`src/rtl/spirq_pkg.sv`:
```
package spirq_pkg;

    localparam int NSRC   = 7;
    localparam int BUS_W  = 8;
    localparam int ADDR_W = 2;

    typedef enum logic [ADDR_W-1:0] {
        REG_FLAGS  = 2'd0,
        REG_EN_SET = 2'd1,
        REG_EN_CLR = 2'd2,
        REG_DATA   = 2'd3
    } reg_addr_e;

    typedef struct packed {
        logic             sel;
        logic             wr;
        reg_addr_e        addr;
        logic [BUS_W-1:0] wdata;
    } bus_req_t;

    typedef struct packed {
        logic            flag_clr;
        logic            en_set;
        logic            en_clr;
        logic            data_rd;
        logic            data_wr;
        logic [NSRC-1:0] mask;
    } reg_cmd_t;

    function automatic reg_cmd_t decode_access(bus_req_t b);
        reg_cmd_t c;
        logic     w;
        logic     r;
        w          = b.sel &  b.wr;
        r          = b.sel & ~b.wr;
        c.flag_clr = w && (b.addr == REG_FLAGS);
        c.en_set   = w && (b.addr == REG_EN_SET);
        c.en_clr   = w && (b.addr == REG_EN_CLR);
        c.data_wr  = w && (b.addr == REG_DATA);
        c.data_rd  = r && (b.addr == REG_DATA);
        c.mask     = b.wdata[NSRC-1:0];
        return c;
    endfunction

endpackage

```
`src/rtl/spirq_flag_bank.sv`:
```
module spirq_flag_bank
    import spirq_pkg::*;
#(
    parameter int N = NSRC
) (
    input  logic         clk,
    input  logic         rst,
    input  logic [N-1:0] event_in,
    input  logic         clr_wr,
    input  logic [N-1:0] clr_mask,
    output logic [N-1:0] flags
);
    for (genvar i = 0; i < N; i++) begin : g_flag
        logic bit_q;
        always_ff @(posedge clk) begin
            if (rst)
                bit_q <= 1'b0;
            else if (event_in[i])
                bit_q <= 1'b1;
            else if (clr_wr && clr_mask[i])
                bit_q <= 1'b0;
        end
        assign flags[i] = bit_q;
    end
endmodule

```
`src/rtl/spirq_enable_mask.sv`:
```
module spirq_enable_mask
    import spirq_pkg::*;
#(
    parameter int N = NSRC
) (
    input  logic         clk,
    input  logic         rst,
    input  logic         set_wr,
    input  logic         clr_wr,
    input  logic [N-1:0] mask,
    output logic [N-1:0] en
);
    logic [N-1:0] en_q;

    always_ff @(posedge clk) begin
        if (rst)
            en_q <= '0;
        else if (set_wr)
            en_q <= en_q | mask;
        else if (clr_wr)
            en_q <= en_q & ~mask;
    end

    assign en = en_q;
endmodule

```
`src/rtl/spirq_dma_req.sv`:
```
module spirq_dma_req #(
    parameter bit RESET_VAL = 1'b0
) (
    input  logic clk,
    input  logic rst,
    input  logic set_pulse,
    input  logic clr_access,
    output logic req
);
    logic req_q;

    always_ff @(posedge clk) begin
        if (rst)
            req_q <= RESET_VAL;
        else if (set_pulse)
            req_q <= 1'b1;
        else if (clr_access)
            req_q <= 1'b0;
    end

    assign req = req_q;
endmodule

```
`src/rtl/serial_irq_dma_unit.sv`:
```
module serial_irq_dma_unit
    import spirq_pkg::*;
(
    input  logic              clk,
    input  logic              rst,
    input  logic [NSRC-1:0]   evt_i,
    input  logic              rx_data_evt_i,
    input  logic              tx_empty_evt_i,
    input  logic              bus_sel_i,
    input  logic              bus_wr_i,
    input  logic [ADDR_W-1:0] bus_addr_i,
    input  logic [BUS_W-1:0]  bus_wdata_i,
    output logic [BUS_W-1:0]  bus_rdata_o,
    output logic              data_rd_o,
    output logic              data_wr_o,
    output logic              irq_o,
    output logic              rx_req_o,
    output logic              tx_req_o
);
    bus_req_t        req;
    reg_cmd_t        cmd;
    logic [NSRC-1:0] flag_q;
    logic [NSRC-1:0] en_q;

    always_comb begin
        req.sel   = bus_sel_i;
        req.wr    = bus_wr_i;
        req.addr  = reg_addr_e'(bus_addr_i);
        req.wdata = bus_wdata_i;
        cmd       = decode_access(req);
    end

    spirq_flag_bank #(.N(NSRC)) u_flags (
        .clk      (clk),
        .rst      (rst),
        .event_in (evt_i),
        .clr_wr   (cmd.flag_clr),
        .clr_mask (cmd.mask),
        .flags    (flag_q)
    );

    spirq_enable_mask #(.N(NSRC)) u_enable (
        .clk    (clk),
        .rst    (rst),
        .set_wr (cmd.en_set),
        .clr_wr (cmd.en_clr),
        .mask   (cmd.mask),
        .en     (en_q)
    );

    spirq_dma_req #(.RESET_VAL(1'b0)) u_rx_req (
        .clk        (clk),
        .rst        (rst),
        .set_pulse  (rx_data_evt_i),
        .clr_access (cmd.data_rd),
        .req        (rx_req_o)
    );

    spirq_dma_req #(.RESET_VAL(1'b1)) u_tx_req (
        .clk        (clk),
        .rst        (rst),
        .set_pulse  (tx_empty_evt_i),
        .clr_access (cmd.data_wr),
        .req        (tx_req_o)
    );

    always_comb begin
        bus_rdata_o = '0;
        if (bus_sel_i) begin
            unique case (req.addr)
                REG_FLAGS:              bus_rdata_o[NSRC-1:0] = flag_q;
                REG_EN_SET, REG_EN_CLR: bus_rdata_o[NSRC-1:0] = en_q;
                default:                bus_rdata_o = '0;
            endcase
        end
    end

    assign irq_o     = |(flag_q & en_q);
    assign data_rd_o = cmd.data_rd;
    assign data_wr_o = cmd.data_wr;
endmodule

```
`config.mk`:
```
export PLATFORM = sky130hd
export DESIGN_NAME = serial_irq_dma_unit
export DESIGN_NICKNAME = d
export VERILOG_FILES = /design/src/rtl/spirq_pkg.sv /design/src/rtl/spirq_flag_bank.sv /design/src/rtl/spirq_enable_mask.sv /design/src/rtl/spirq_dma_req.sv /design/src/rtl/serial_irq_dma_unit.sv
export SDC_FILE = /design/constraint.sdc
export NUM_CORES = 1
export LEC_CHECK = 0
export BUFFER_PORTS_ARGS = -buffer_cell sky130_fd_sc_hd__buf_2
export CORE_MARGIN = 4
export CORE_UTILIZATION = 45
export CTS_CLUSTER_SIZE = 14
export DETAILED_ROUTE_END_ITERATION = 12
export GPL_TIMING_DRIVEN = 0
export PLACE_DENSITY = 0.75
export SLEW_MARGIN = 20
export SYNTH_ARGS = -nofsm -noshare
export SYNTH_HDL_FRONTEND = slang
export SYNTH_SLANG_ARGS = --single-unit
```
`constraint.sdc`:
```
create_clock -name clk -period 1.2 [get_ports clk]
set_input_delay 0.06 -clock clk [delete_from_list [all_inputs] [get_ports clk]]
set_output_delay 0.06 -clock clk [all_outputs]
set_load 0.02 [all_outputs]
```
* Yosys cells after proc, flatten, opt, wreduce, memory -nomap -nowiden
Index checks and enable logic that the tools add are counted.
Storage, ports and cells: flip-flop bits (word level) 16, word-level logic and storage cells 65
Cells by class: equality and inequality tests 3, bitwise operators 7, reduce and logical (&&, ||, !) cells 25, muxes and demuxes 20
Operator list (count):
- 7-bit 2-to-1 mux | 3
- 2-bit nonzero test | 9
- 1-bit 2-to-1 mux | 16
- 7-bit AND | 2
- 7-bit case mux with 2 select lines | 1
- 1-bit logical AND | 12
- 7-bit inverter | 1
- 7-bit bitwise OR | 1
- 7-bit OR reduction | 1
- 2-bit equality test, second input constant | 2
- 2-bit OR reduction | 2
- 1-bit AND | 2
- 2-bit by 1-bit equality test with 1-bit output, second input constant | 1
- 2-bit zero test | 1
- 1-bit inverter | 1

* Depth between registers and ports, before layout
word-level depth 5, depth in mapped cells 6, mapped depth without buffers 5

* By module
From an unflattened synthesis, not the netlist that was laid out.
Second synthesis, totals: cell total of the unflattened synthesis 105, area total of the unflattened synthesis 870.8 um2
Modules (own cells, without submodules):
- spirq_flag_bank | sequential area each 140.1 um2, instances 1, area an instance 306.5 um2, cells an instance 35
- spirq_enable_mask | sequential area each 140.1 um2, instances 1, area an instance 271.5 um2, cells an instance 28
- serial_irq_dma_unit | sequential area each 0.0 um2, instances 1, area an instance 221.5 um2, cells an instance 34
- spirq_dma_req (u_rx_req) | sequential area each 20.0 um2, instances 1, area an instance 38.8 um2, cells an instance 4
- spirq_dma_req (u_tx_req) | sequential area each 20.0 um2, instances 1, area an instance 32.5 um2, cells an instance 4

* Worst setup path after synthesis
Ideal clock, no wire load.
path type in2out, start input bus_addr_i[0], end output bus_rdata_o[0], cell stages on the path 5, path slack 0.239 ns, data required time 1.140 ns, arrival 0.901 ns, cell sequence inv_1 ha_1 buf_2 a22oi_1 nor2_1
On the way: cells in the longest elaborated chain, start to end 4, elaborated cells between the ends (all ways) 6, classes of those cells eq/ne (2); mux (2); reduce/logical (2)
RTL lines:
- start, declared | RTL line serial_irq_dma_unit.sv:11 | input logic [ADDR_W-1:0] bus_addr_i,
- 2-bit by 1-bit equality test with 1-bit output or 2-bit equality test (tied branches) | RTL line serial_irq_dma_unit.sv:70 | unique case (req.addr)
- 2-bit OR reduction | RTL line serial_irq_dma_unit.sv:70
- 7-bit case mux with 2 select lines (*) | RTL line serial_irq_dma_unit.sv:70
- 7-bit 2-to-1 mux (*) | RTL line serial_irq_dma_unit.sv:69 | if (bus_sel_i) begin
- end, declared | RTL line serial_irq_dma_unit.sv:13 | output logic [BUS_W-1:0] bus_rdata_o,
Mark *: on every way between the ends. The rest lies on a longest branch, timed or not.

==> results_dict.tcl <==
set metrics [dict create \
    min_period_ns 1.33 \
    num_vias 924 \
    fin_cells 174 \
    cts.clk_slew.worst_paths_ns 0.09 \
    fin_ws_ns -0.135 \
    status "complete, but fails checks" \
    power_w 0.00117 \
    dpl_cell_area_um2 1010 \
    antenna_found_initial 0 \
    synth_xor_area_share_pct 0 \
    hold_viol 0 \
    synthMuxAreaShare_pct 0 \
    place_congestion 0.766 \
    p_leak_nw 0.573 \
    area_delta_synth_final_pct 48.3 \
    fin_nets 178 \
    final_layout_size_suffix_gt1_share_pct 31.5 \
    pwr-share-comb_pct 20.4 \
    cp.required_ns 1.14 \
    path_class "reg2out" \
    period_share_pct 111 \
    cp.arrival_ns 1.27 \
    r2r_slack_ns 0.55 \
    p_per_area_nw_per_um2 955 \
    core-area_um2 1730 \
    rows 15 \
    syn_avg_cell_area_um2 8.58 \
    drcViolationCount 0 \
    rsz0062_at_grt "yes" \
    antennaDiodeCount 0 \
    violations "setup timing" \
    die_area_um2 2580 \
    grt_util_all_layers_pct 18.5 \
    wirelength_mm 2.26 \
    crit_fanout 3 \
    ys_types 22 \
    yosysWarnings 0 \
    final_common_cell "buf_2" \
    num-fill-cells 154 \
    synth.top_cell.area_share_pct 38.9 \
    maxCapViolCount 0 \
    drt_iter0_drc 64 \
    port_buffers 32 \
    fin_tns_setup_ns -0.135 \
    swShare_pct 26.6 \
    synth-simple-area-share_pct 19.8 \
    internal-power_w 0.000857 \
    hpwlAfterDp_mm 1.54 \
    ir_worst_vdd_mv 0.629 \
    rr_worst_depth 1 \
    ios 36 \
    grt_max_degree 11 \
    setup_viol 1 \
    switching_power_w 0.000310 \
    stdcell_area_um2 1220 \
    routed_via_density 5.31 \
    final_max_slew_viol_count 0 \
    cts_max_level 1 \
    multi_input_area_um2 439 \
    synth_adder_area_share_pct 7.60 \
    crit_end "irq_o" \
    cts_tree "built" \
    syn_area_um2 823 \
    die_h_um 50.8 \
    ys_top_cells_by_area "dfxtp_1 (39%), a32o_1 (8.5%), a22oi_1 (8.2%)" \
    cts_root_buf "clkbuf_4" \
    grt_pass1_vias 863 \
    synth_nets 124 \
    ys_ff_latch 16 \
    die_w_um 50.8 \
    grt_pass1_wl_mm 3.59 \
    fin_worst_skew_ns 0 \
    ant_nets 0 \
    start_util_pct 47.7 \
    clk_latency_ns 0.28 \
    seq_area_um2 320 \
    min_path_type "in2reg" \
    critPathCaptureType "output port" \
    worstSetupStartpointType "register" \
    post_drt_wl_per_cell_um 13.0 \
    yosysTopAreaCell "dfxtp_1" \
    drt_first_pass_iters 4 \
    cts.sinks 16 \
    dp_cells 153 \
    finish.utilization_pct 70.7 \
    cts_made_buffers 3 \
    synth_compound_area_share_pct 25.2 \
    ys_seq_area_share_pct 38.9 \
    cts.path.max_buffers 2 \
    p_clk_share_pct 30.3 \
    synth_top_family_by_area "compound AO/OA/AOI/OAI gates" \
    syn_inst 96 \
    final_cell_mix "buf_2 (34), nor2_1 (16), dfxtp_1 (16)" \
    max_freq_mhz 749 \
    seqPwrFrac_pct 49.2 \
    grt_overflow_total 0 \
]
[routing by layer]
metal | part of all wire [%] | vias up | track usage (%)
li1 | - | 458 | -
met1 | 42 | 416 | 21.3
met2 | 48 | 48 | 32.8
met3 | 9.5 | 2 | 3.56
met4 | 0.57 | 0 | 8.07
met5 | 0 | - | 0
[logic make-up after synthesis]
group / after synthesis
adders and majority gates: 5
other: 1
buffers and inverters: 11
DFF: 16
AOI/OAI and AO/OA: 28
and+or+nand+nor: 35
[power by group through the flow]
stage | clock, W | sequential (W) | combinational (W)
CTS | 0.000378 | 0.000574 | 0.000232
detailed placement | 0 | 0.000586 | 0.000190
finish | 0.000354 | 0.000574 | 0.000239
floorplan | 0 | 0.000585 | 0.000108
global placement | 0 | 0.000585 | 0.000185
global route | 0.000392 | 0.000577 | 0.000260
[area by class of cell]
type                       count  share of cell area, %
multi-input combinational     69                   36.0
timing repair buffer          49                   26.6
sequential                    16                   26.2
buffer                         6                   3.89
clock buffer                   4                   2.97
tap                           25                   2.56
inverter                       5                   1.74
[worst min-delay path by stage]
stage / end / from / cells past startpoint / slack (ns)
3_5_place_dp: u_tx_req.req / tx_empty_evt_i / 3 / 0.26
4_1_cts: register / bus_wdata_i[3] / 2 / 0.003
5_1_grt: register / bus_wdata_i[3] / 2 / 0.02
2_1_floorplan: u_tx_req.req / tx_empty_evt_i / 2 / 0.17
6_report: register / bus_wdata_i[3] / 2 / 0.02
3_3_place_gp: u_tx_req.req / tx_empty_evt_i / 3 / 0.25
[synth_stat cells]
| cell type | number |
|---|---|
| buf_2 | 3 |
| and3_1 | 1 |
| a222oi_1 | 1 |
| a32o_1 | 7 |
| a22oi_1 | 9 |
| nand2_1 | 8 |
| nand3_1 | 1 |
| and4_4 | 1 |
| conb_1 | 1 |
| o21ai_1 | 1 |
| ha_1 | 5 |
| nand4_1 | 7 |
| buf_6 | 2 |
| inv_4 | 1 |
| nand2b_1 | 1 |
| inv_1 | 4 |
| buf_4 | 1 |
| nor2_1 | 16 |
| o211a_1 | 1 |
| dfxtp_1 | 16 |
| a21oi_1 | 8 |
| o21ai_0 | 1 |
[what timing repair did]
| action | CTS | global route |
|---|---|---|
| pin swaps | 0 | 1 |
| hold buffers | 16 | 0 |
| hold endpoints to repair | 15 | 0 |
| buffers inserted | 0 | 2 |
| resized for setup | 1 | 1 |
| setup endpoints to repair | 8 | 9 |
[critical path: stages, from the launching register on]
cell	delay, ns
dfxtp_1	0.33
a222oi_1	0.36
nand3_1	0.12
buf_2	0.18
[through the flow]
stage / hold WS [ns] / setup slack, ns
after floorplan: 0.168 / 0.239
after global placement: 0.252 / -0.0224
after detailed placement: 0.264 / -0.0411
after CTS: 0.00277 / -0.159
after global routing: 0.0221 / -0.241
final: 0.0221 / -0.135
Power figures use the tool's default switching activity.
